===== config.mk =====
export PLATFORM = sky130hd
export DESIGN_NAME = conv_sequencer
export DESIGN_NICKNAME = d
export VERILOG_FILES = /design/src/rtl/convseq_pkg.sv /design/src/rtl/conv_timer.sv /design/src/rtl/chan_tracker.sv /design/src/rtl/conv_sequencer.sv
export SDC_FILE = /design/constraint.sdc
export NUM_CORES = 1
export LEC_CHECK = 0
export ABC_AREA = 1
export BUFFER_PORTS_ARGS = -buffer_cell sky130_fd_sc_hd__buf_2
export CORE_ASPECT_RATIO = 1.1
export CORE_MARGIN = 3
export CORE_UTILIZATION = 40
export CTS_CLUSTER_DIAMETER = 200
export CTS_CLUSTER_SIZE = 14
export DETAILED_ROUTE_END_ITERATION = 6
export PLACE_DENSITY = 0.75
export SYNTH_ARGS = -nofsm -noshare
export SYNTH_HDL_FRONTEND = slang
export SYNTH_HIERARCHICAL = 1
export SYNTH_SLANG_ARGS = --single-unit

===== constraint.sdc =====
create_clock -name clk -period 1.5 [get_ports clk]
set_clock_uncertainty 0.05 [all_clocks]
set_input_delay 0.15 -clock clk [delete_from_list [all_inputs] [get_ports clk]]
set_output_delay 0.15 -clock clk [all_outputs]
set_load 0.02 [all_outputs]

===== src/rtl/convseq_pkg.sv =====
package convseq_pkg;
   // address width for a given channel count
   function automatic int unsigned chan_bits(input int unsigned n);
      return (n < 2) ? 1 : $clog2(n);
   endfunction
endpackage


===== src/rtl/conv_timer.sv =====
module conv_timer #(
   parameter int unsigned CONV_CYCLES = 5
) (
   input  logic clk,
   input  logic rst_n,
   input  logic launch,
   output logic idle,
   output logic ending,
   output logic finish
);
   if (CONV_CYCLES < 1) begin : g_bad_len
      $error("conv_timer: CONV_CYCLES must be at least 1");
   end

   if (CONV_CYCLES == 1) begin : g_single
      assign ending = !idle;
   end else begin : g_count
      localparam int unsigned CW = $clog2(CONV_CYCLES);
      localparam logic [CW-1:0] LOAD = CW'(CONV_CYCLES - 1);
      logic [CW-1:0] remain;
      always_ff @(posedge clk or negedge rst_n) begin
         if (!rst_n)          remain <= '0;
         else if (launch)     remain <= LOAD;
         else if (!idle && remain != '0) remain <= remain - 1'b1;
      end
      assign ending = !idle && (remain == '0);
   end

   always_ff @(posedge clk or negedge rst_n) begin
      if (!rst_n) begin
         idle   <= 1'b1;
         finish <= 1'b0;
      end else begin
         finish <= ending;
         if (launch)      idle <= 1'b0;
         else if (ending) idle <= 1'b1;
      end
   end

   assert_launch_busy_R2: assert property (@(posedge clk) disable iff (!rst_n)
      launch |=> !idle);
   assert_finish_edge_R2: assert property (@(posedge clk) disable iff (!rst_n)
      finish |-> (idle && !$past(idle)));
endmodule


===== src/rtl/chan_tracker.sv =====
module chan_tracker #(
   parameter int unsigned NUM_CH = 4,
   localparam int unsigned AW = convseq_pkg::chan_bits(NUM_CH)
) (
   input  logic          clk,
   input  logic          rst_n,
   input  logic          scan,
   input  logic          sleep,
   input  logic          launch,
   input  logic          ending,
   input  logic [AW-1:0] addr_in,
   output logic [AW-1:0] active_ch,
   output logic [AW-1:0] next_ch
);
   if (NUM_CH < 2 || (1 << AW) != NUM_CH) begin : g_bad_count
      $error("chan_tracker: NUM_CH must be a power of two, at least 2");
   end

   always_ff @(posedge clk or negedge rst_n) begin
      if (!rst_n) begin
         active_ch <= '0;
         next_ch   <= '0;
      end else begin
         if (launch) active_ch <= next_ch;
         if (!scan) begin
            if (launch) next_ch <= addr_in;
         end else if (sleep) begin
            next_ch <= '0;
         end else if (ending) begin
            next_ch <= next_ch + AW'(1);
         end
      end
   end

   assert_manual_pipe_R4: assert property (@(posedge clk) disable iff (!rst_n)
      (launch && !scan) |=> (active_ch == $past(next_ch)));
   assert_scan_step_R5: assert property (@(posedge clk) disable iff (!rst_n)
      (scan && ending && !sleep && !launch) |=> (next_ch == active_ch + AW'(1)));
   assert_sleep_home_R7: assert property (@(posedge clk) disable iff (!rst_n)
      (scan && sleep) |=> (next_ch == '0));
endmodule


===== src/rtl/conv_sequencer.sv =====
module conv_sequencer #(
   parameter int unsigned NUM_CH      = 4,
   parameter int unsigned CONV_CYCLES = 5,
   localparam int unsigned AW = convseq_pkg::chan_bits(NUM_CH)
) (
   input  logic          clk,
   input  logic          rst_n,
   input  logic          scan_mode,
   input  logic          sel_n,
   input  logic          rdconv_n,
   input  logic          sleep,
   input  logic [AW-1:0] addr_in,
   output logic          busy,
   output logic          start_pulse,
   output logic [AW-1:0] active_chan,
   output logic [AW-1:0] addr_out,
   output logic          addr_oe,
   output logic          done_pulse,
   output logic          done_invalid
);
   logic go, ending, spoiled;

   // scan mode refuses to start while asleep; manual start proceeds (flagged)
   assign go = busy && !sel_n && !rdconv_n && !(scan_mode && sleep);

   conv_timer #(.CONV_CYCLES(CONV_CYCLES)) u_timer (
      .clk(clk), .rst_n(rst_n), .launch(go),
      .idle(busy), .ending(ending), .finish(done_pulse)
   );

   chan_tracker #(.NUM_CH(NUM_CH)) u_chan (
      .clk(clk), .rst_n(rst_n), .scan(scan_mode), .sleep(sleep),
      .launch(go), .ending(ending), .addr_in(addr_in),
      .active_ch(active_chan), .next_ch(addr_out)
   );

   always_ff @(posedge clk or negedge rst_n) begin
      if (!rst_n) begin
         start_pulse  <= 1'b0;
         spoiled      <= 1'b0;
         done_invalid <= 1'b0;
      end else begin
         start_pulse  <= go;
         done_invalid <= ending && (spoiled || sleep);
         if (go)         spoiled <= sleep;
         else if (!busy) spoiled <= spoiled || sleep;
      end
   end

   assign addr_oe = scan_mode;

   assert_ignore_busy_R3: assert property (@(posedge clk) disable iff (!rst_n)
      !busy |=> !start_pulse);
   assert_inv_with_done_R9: assert property (@(posedge clk) disable iff (!rst_n)
      done_invalid |-> done_pulse);
   assert_sleep_mark_R9: assert property (@(posedge clk) disable iff (!rst_n)
      (!busy && sleep && !done_pulse) |=> (spoiled || done_pulse));
endmodule


==> reports/qor.yml <==
setup_path:
  cp.required_ns: 1.66
  crit_family: "flip-flops"
  cp_common_cell: "nand2_1"
  cp_slowest_stage_delay_ns: 0.38
  crit_fanout: 5
  crit_path_top_delay_cell: "dfrtp_1"
  end_kind: "flip-flop"
  cp_num_buf_inv: 1
  path_class: "reg2reg"
  crit_chain: "inv_1, ha_1, nand2_4, nor2_4, o21ai_0, nand2_1, nand2_1, o21ai_1"
  critPathLaunchType: "flip-flop"
  cp.arrival_ns: 1.49
synthesis:
  synthTopCellsByArea: "dfrtp_1 (46%), nand2_1 (17%), inv_1 (5.6%)"
  netlist_instances: 76
  synth_nets: 86
  synth_top_area_share_pct: 45.5
  ys.warnings.count: 6
  seq_area_frac_synth_pct: 49.9
  synth_seq_cells: 12
  yosysUniqueCellTypes: 18
  syn_avg_cell_area_sq_um: 7.95
  synth_top_area_cell: "dfrtp_1"
  syn-cell-area_sq_um: 604
cts:
  clockRootBuffer: "clkbuf_4"
  cts_made_buffers: 3
  clock_latency_ns: 0.27
  cts.clk_slew.worst_paths_ns: 0.08
  cts_tree: "built"
  h-tree-depth: 1
  cts.sinks: 12
  cts_max_path_buffers: 2
detailed_routing:
  ant_nets: 0
  vias: 533
  dr.pass1.iters: 4
  wl_per_cell_microns: 10.4
  vias_per_cell: 4.72
  drt_iter0_markers: 11
  route.detailed.drc: 0
  routed_wl_microns: 1180
sta:
  rsz0062_at_grt: "no"
  slew_viol_final: 0
  min_period_ns: 1.34
  post-route-period-util_pct: 89.2
  worst_slack_ns: 0.161
  setup_violations: 0
  timing.final.hold_violations: 0
  max_freq_ghz: 0.747
  finalSetupTns_ns: 0
  timing.slew.headroom_pct: 81.5
  max_slew.worst_pin.slew_ns: 0.277
global_route:
  grt_pass1_wl_microns: 1930
  grt_max_degree: 13
  grt_use_total_pct: 12.9
  antenna_found_initial: 0
  grt_remaining_overflow: 0
  grt_pass1_vias: 482
placed_design:
  pre_cts_slack_ns: 0.0657
  place_inst: 108
  port_buffers: 16
  dpl_cell_area_sq_um: 704
  dp_hpwl_microns: 889
  place_congestion: 0.723
layout:
  nets: 108
  diodes: 0
  fill_cells: 131
  final_common_cell: "nand2_1"
  multi_input_area_sq_um: 258
  final_cell_mix: "nand2_1 (27), buf_2 (16), dfrtp_1 (11), inv_1 (8), nand3_1 (5)"
  fin_area_sq_um: 758
  area_growth_pct: 25.5
  drive_above_1_share_pct: 33.0
  final-seq-area_sq_um: 302
  finalNonFillerCells: 113
floorplan:
  row_count: 14
  dieHeight_microns: 46.8
  core_sq_um: 1400
  start_util_pct: 43.1
  ios: 17
  die_x_microns: 43.1
  dieArea_sq_um: 2010
power:
  power.share.sequential_pct: 36.8
  vdd_drop_max_mv: 0.934
  pwr-share-clk_pct: 18.0
  p_switching_mw: 0.601
  power_frac_comb_pct: 45.2
  total_leakage_power_nw: 0.442
  switching_share_pct: 41.5
  p_per_area_nw_per_um2: 1910
  p_int_mw: 0.845
  power.total_mw: 1.45
job:
  drv_cap: 0
worst_hold_path:
  min_path_type: "in2reg"
run_status:
  status: "finished, final reports clean"
## sequential cells by signal (all words and copies together) (netlist names)
register	flops
done_invalid	1
u_timer/finish	1
spoiled	1
u_timer/g_count.remain	3
u_timer/idle	1
u_chan/active_ch	2
u_chan/next_ch	2
start_pulse	1
## metal layers
layer	share of wire [%]	track usage [%]	vias up
li1	-	-	273
met1	48	16.4	244
met2	47	21.3	14
met3	4.4	4.60	2
met4	0.34	3.61	0
met5	0	0	-
## worst reg2reg max path, delay by kind of cell, from the launching register on
| kind | cells | cell delay (ns) |
|---|---|---|
| AND/OR/NAND/NOR | 4 | 0.36 |
| AO/OA/AOI/OAI | 2 | 0.16 |
| adder cells (fa/ha/maj) | 1 | 0.22 |
| buffers and inverters | 1 | 0.10 |
| flip-flops | 1 | 0.38 |
## timing repair
action	4_1_cts	5_1_grt
endpoints found under the hold margin	12	0
hold buffers	1	0
resized for setup	0	3
buffers inserted	0	0
setup endpoints to repair	0	2
## metrics by stage
step / hold slack [ns] / util, %
CTS: 0.0981 / 53.6
global placement: -0.0107 / 50.3
floorplan: -0.196 / -
finish: 0.109 / 54.1
detailed placement: 0.000391 / 50.3
global route: 0.120 / 54.1
## synth_stat cells
| cell | n |
|---|---|
| nand2_1 | 27 |
| buf_4 | 1 |
| dfrtp_1 | 11 |
| nand2_4 | 1 |
| nand2_2 | 1 |
| inv_1 | 9 |
| o21ai_1 | 1 |
| a21oi_1 | 1 |
| o21ai_0 | 2 |
| dfstp_2 | 1 |
| nand3_2 | 1 |
| inv_2 | 3 |
| ha_1 | 2 |
| nor2_1 | 5 |
| o21a_1 | 1 |
| nand3_1 | 5 |
| nand4_1 | 2 |
| nor2_2 | 2 |
## cell type report
type	count	share of cell area [%]
inverters	12	5.94
multi-input cells	51	34.0
clock buffers	4	4.79
repair buffers	18	12.9
well taps	16	2.64
flip-flops and latches	12	39.8
## power by group through the flow
stage / Combinational, mW / Sequential, mW / Clock (mW)
6_report: 0.653 / 0.533 / 0.260
5_1_grt: 0.738 / 0.548 / 0.284
4_1_cts: 0.640 / 0.535 / 0.270
3_5_place_dp: 0.634 / 0.542 / 0
3_3_place_gp: 0.617 / 0.535 / 0
2_1_floorplan: 0.349 / 0.635 / 0
## logic make-up (layout without fill, tap and decap cells)
kind of cell | Yosys count | after routing | synth area share, %
simple gates | 44 | 44 | 32.7
compound gates | 5 | 5 | 4.55
buf+inv | 13 | 34 | 8.70
fa+ha+maj | 2 | 2 | 4.14
flops | 12 | 12 | 49.9
## path summary, 6_finish.rpt
path / startpoint / end / cells past startpoint / slack (ns)
min in group asynchronous: rst_n / start_pulse$_DFF_PN0_ / 2 / 0.22
setup reg to reg: u_timer/g_count.remain[0]$_DFFE_PN0P_ / u_chan/next_ch[0]$_DFFE_PN0P_ / 8 / 0.16
hold / removal: sleep / spoiled$_DFFE_PN0P_ / 3 / 0.11
hold reg to reg: u_chan/active_ch[1]$_DFFE_PN0P_ / u_chan/active_ch[1]$_DFFE_PN0P_ / 2 / 0.43
max in group asynchronous: rst_n / u_timer/idle$_DFFE_PN1P_ / 2 / 0.91
setup / recovery: u_timer/g_count.remain[0]$_DFFE_PN0P_ / u_chan/next_ch[0]$_DFFE_PN0P_ / 8 / 0.16
(Power assumes the default switching activity.)
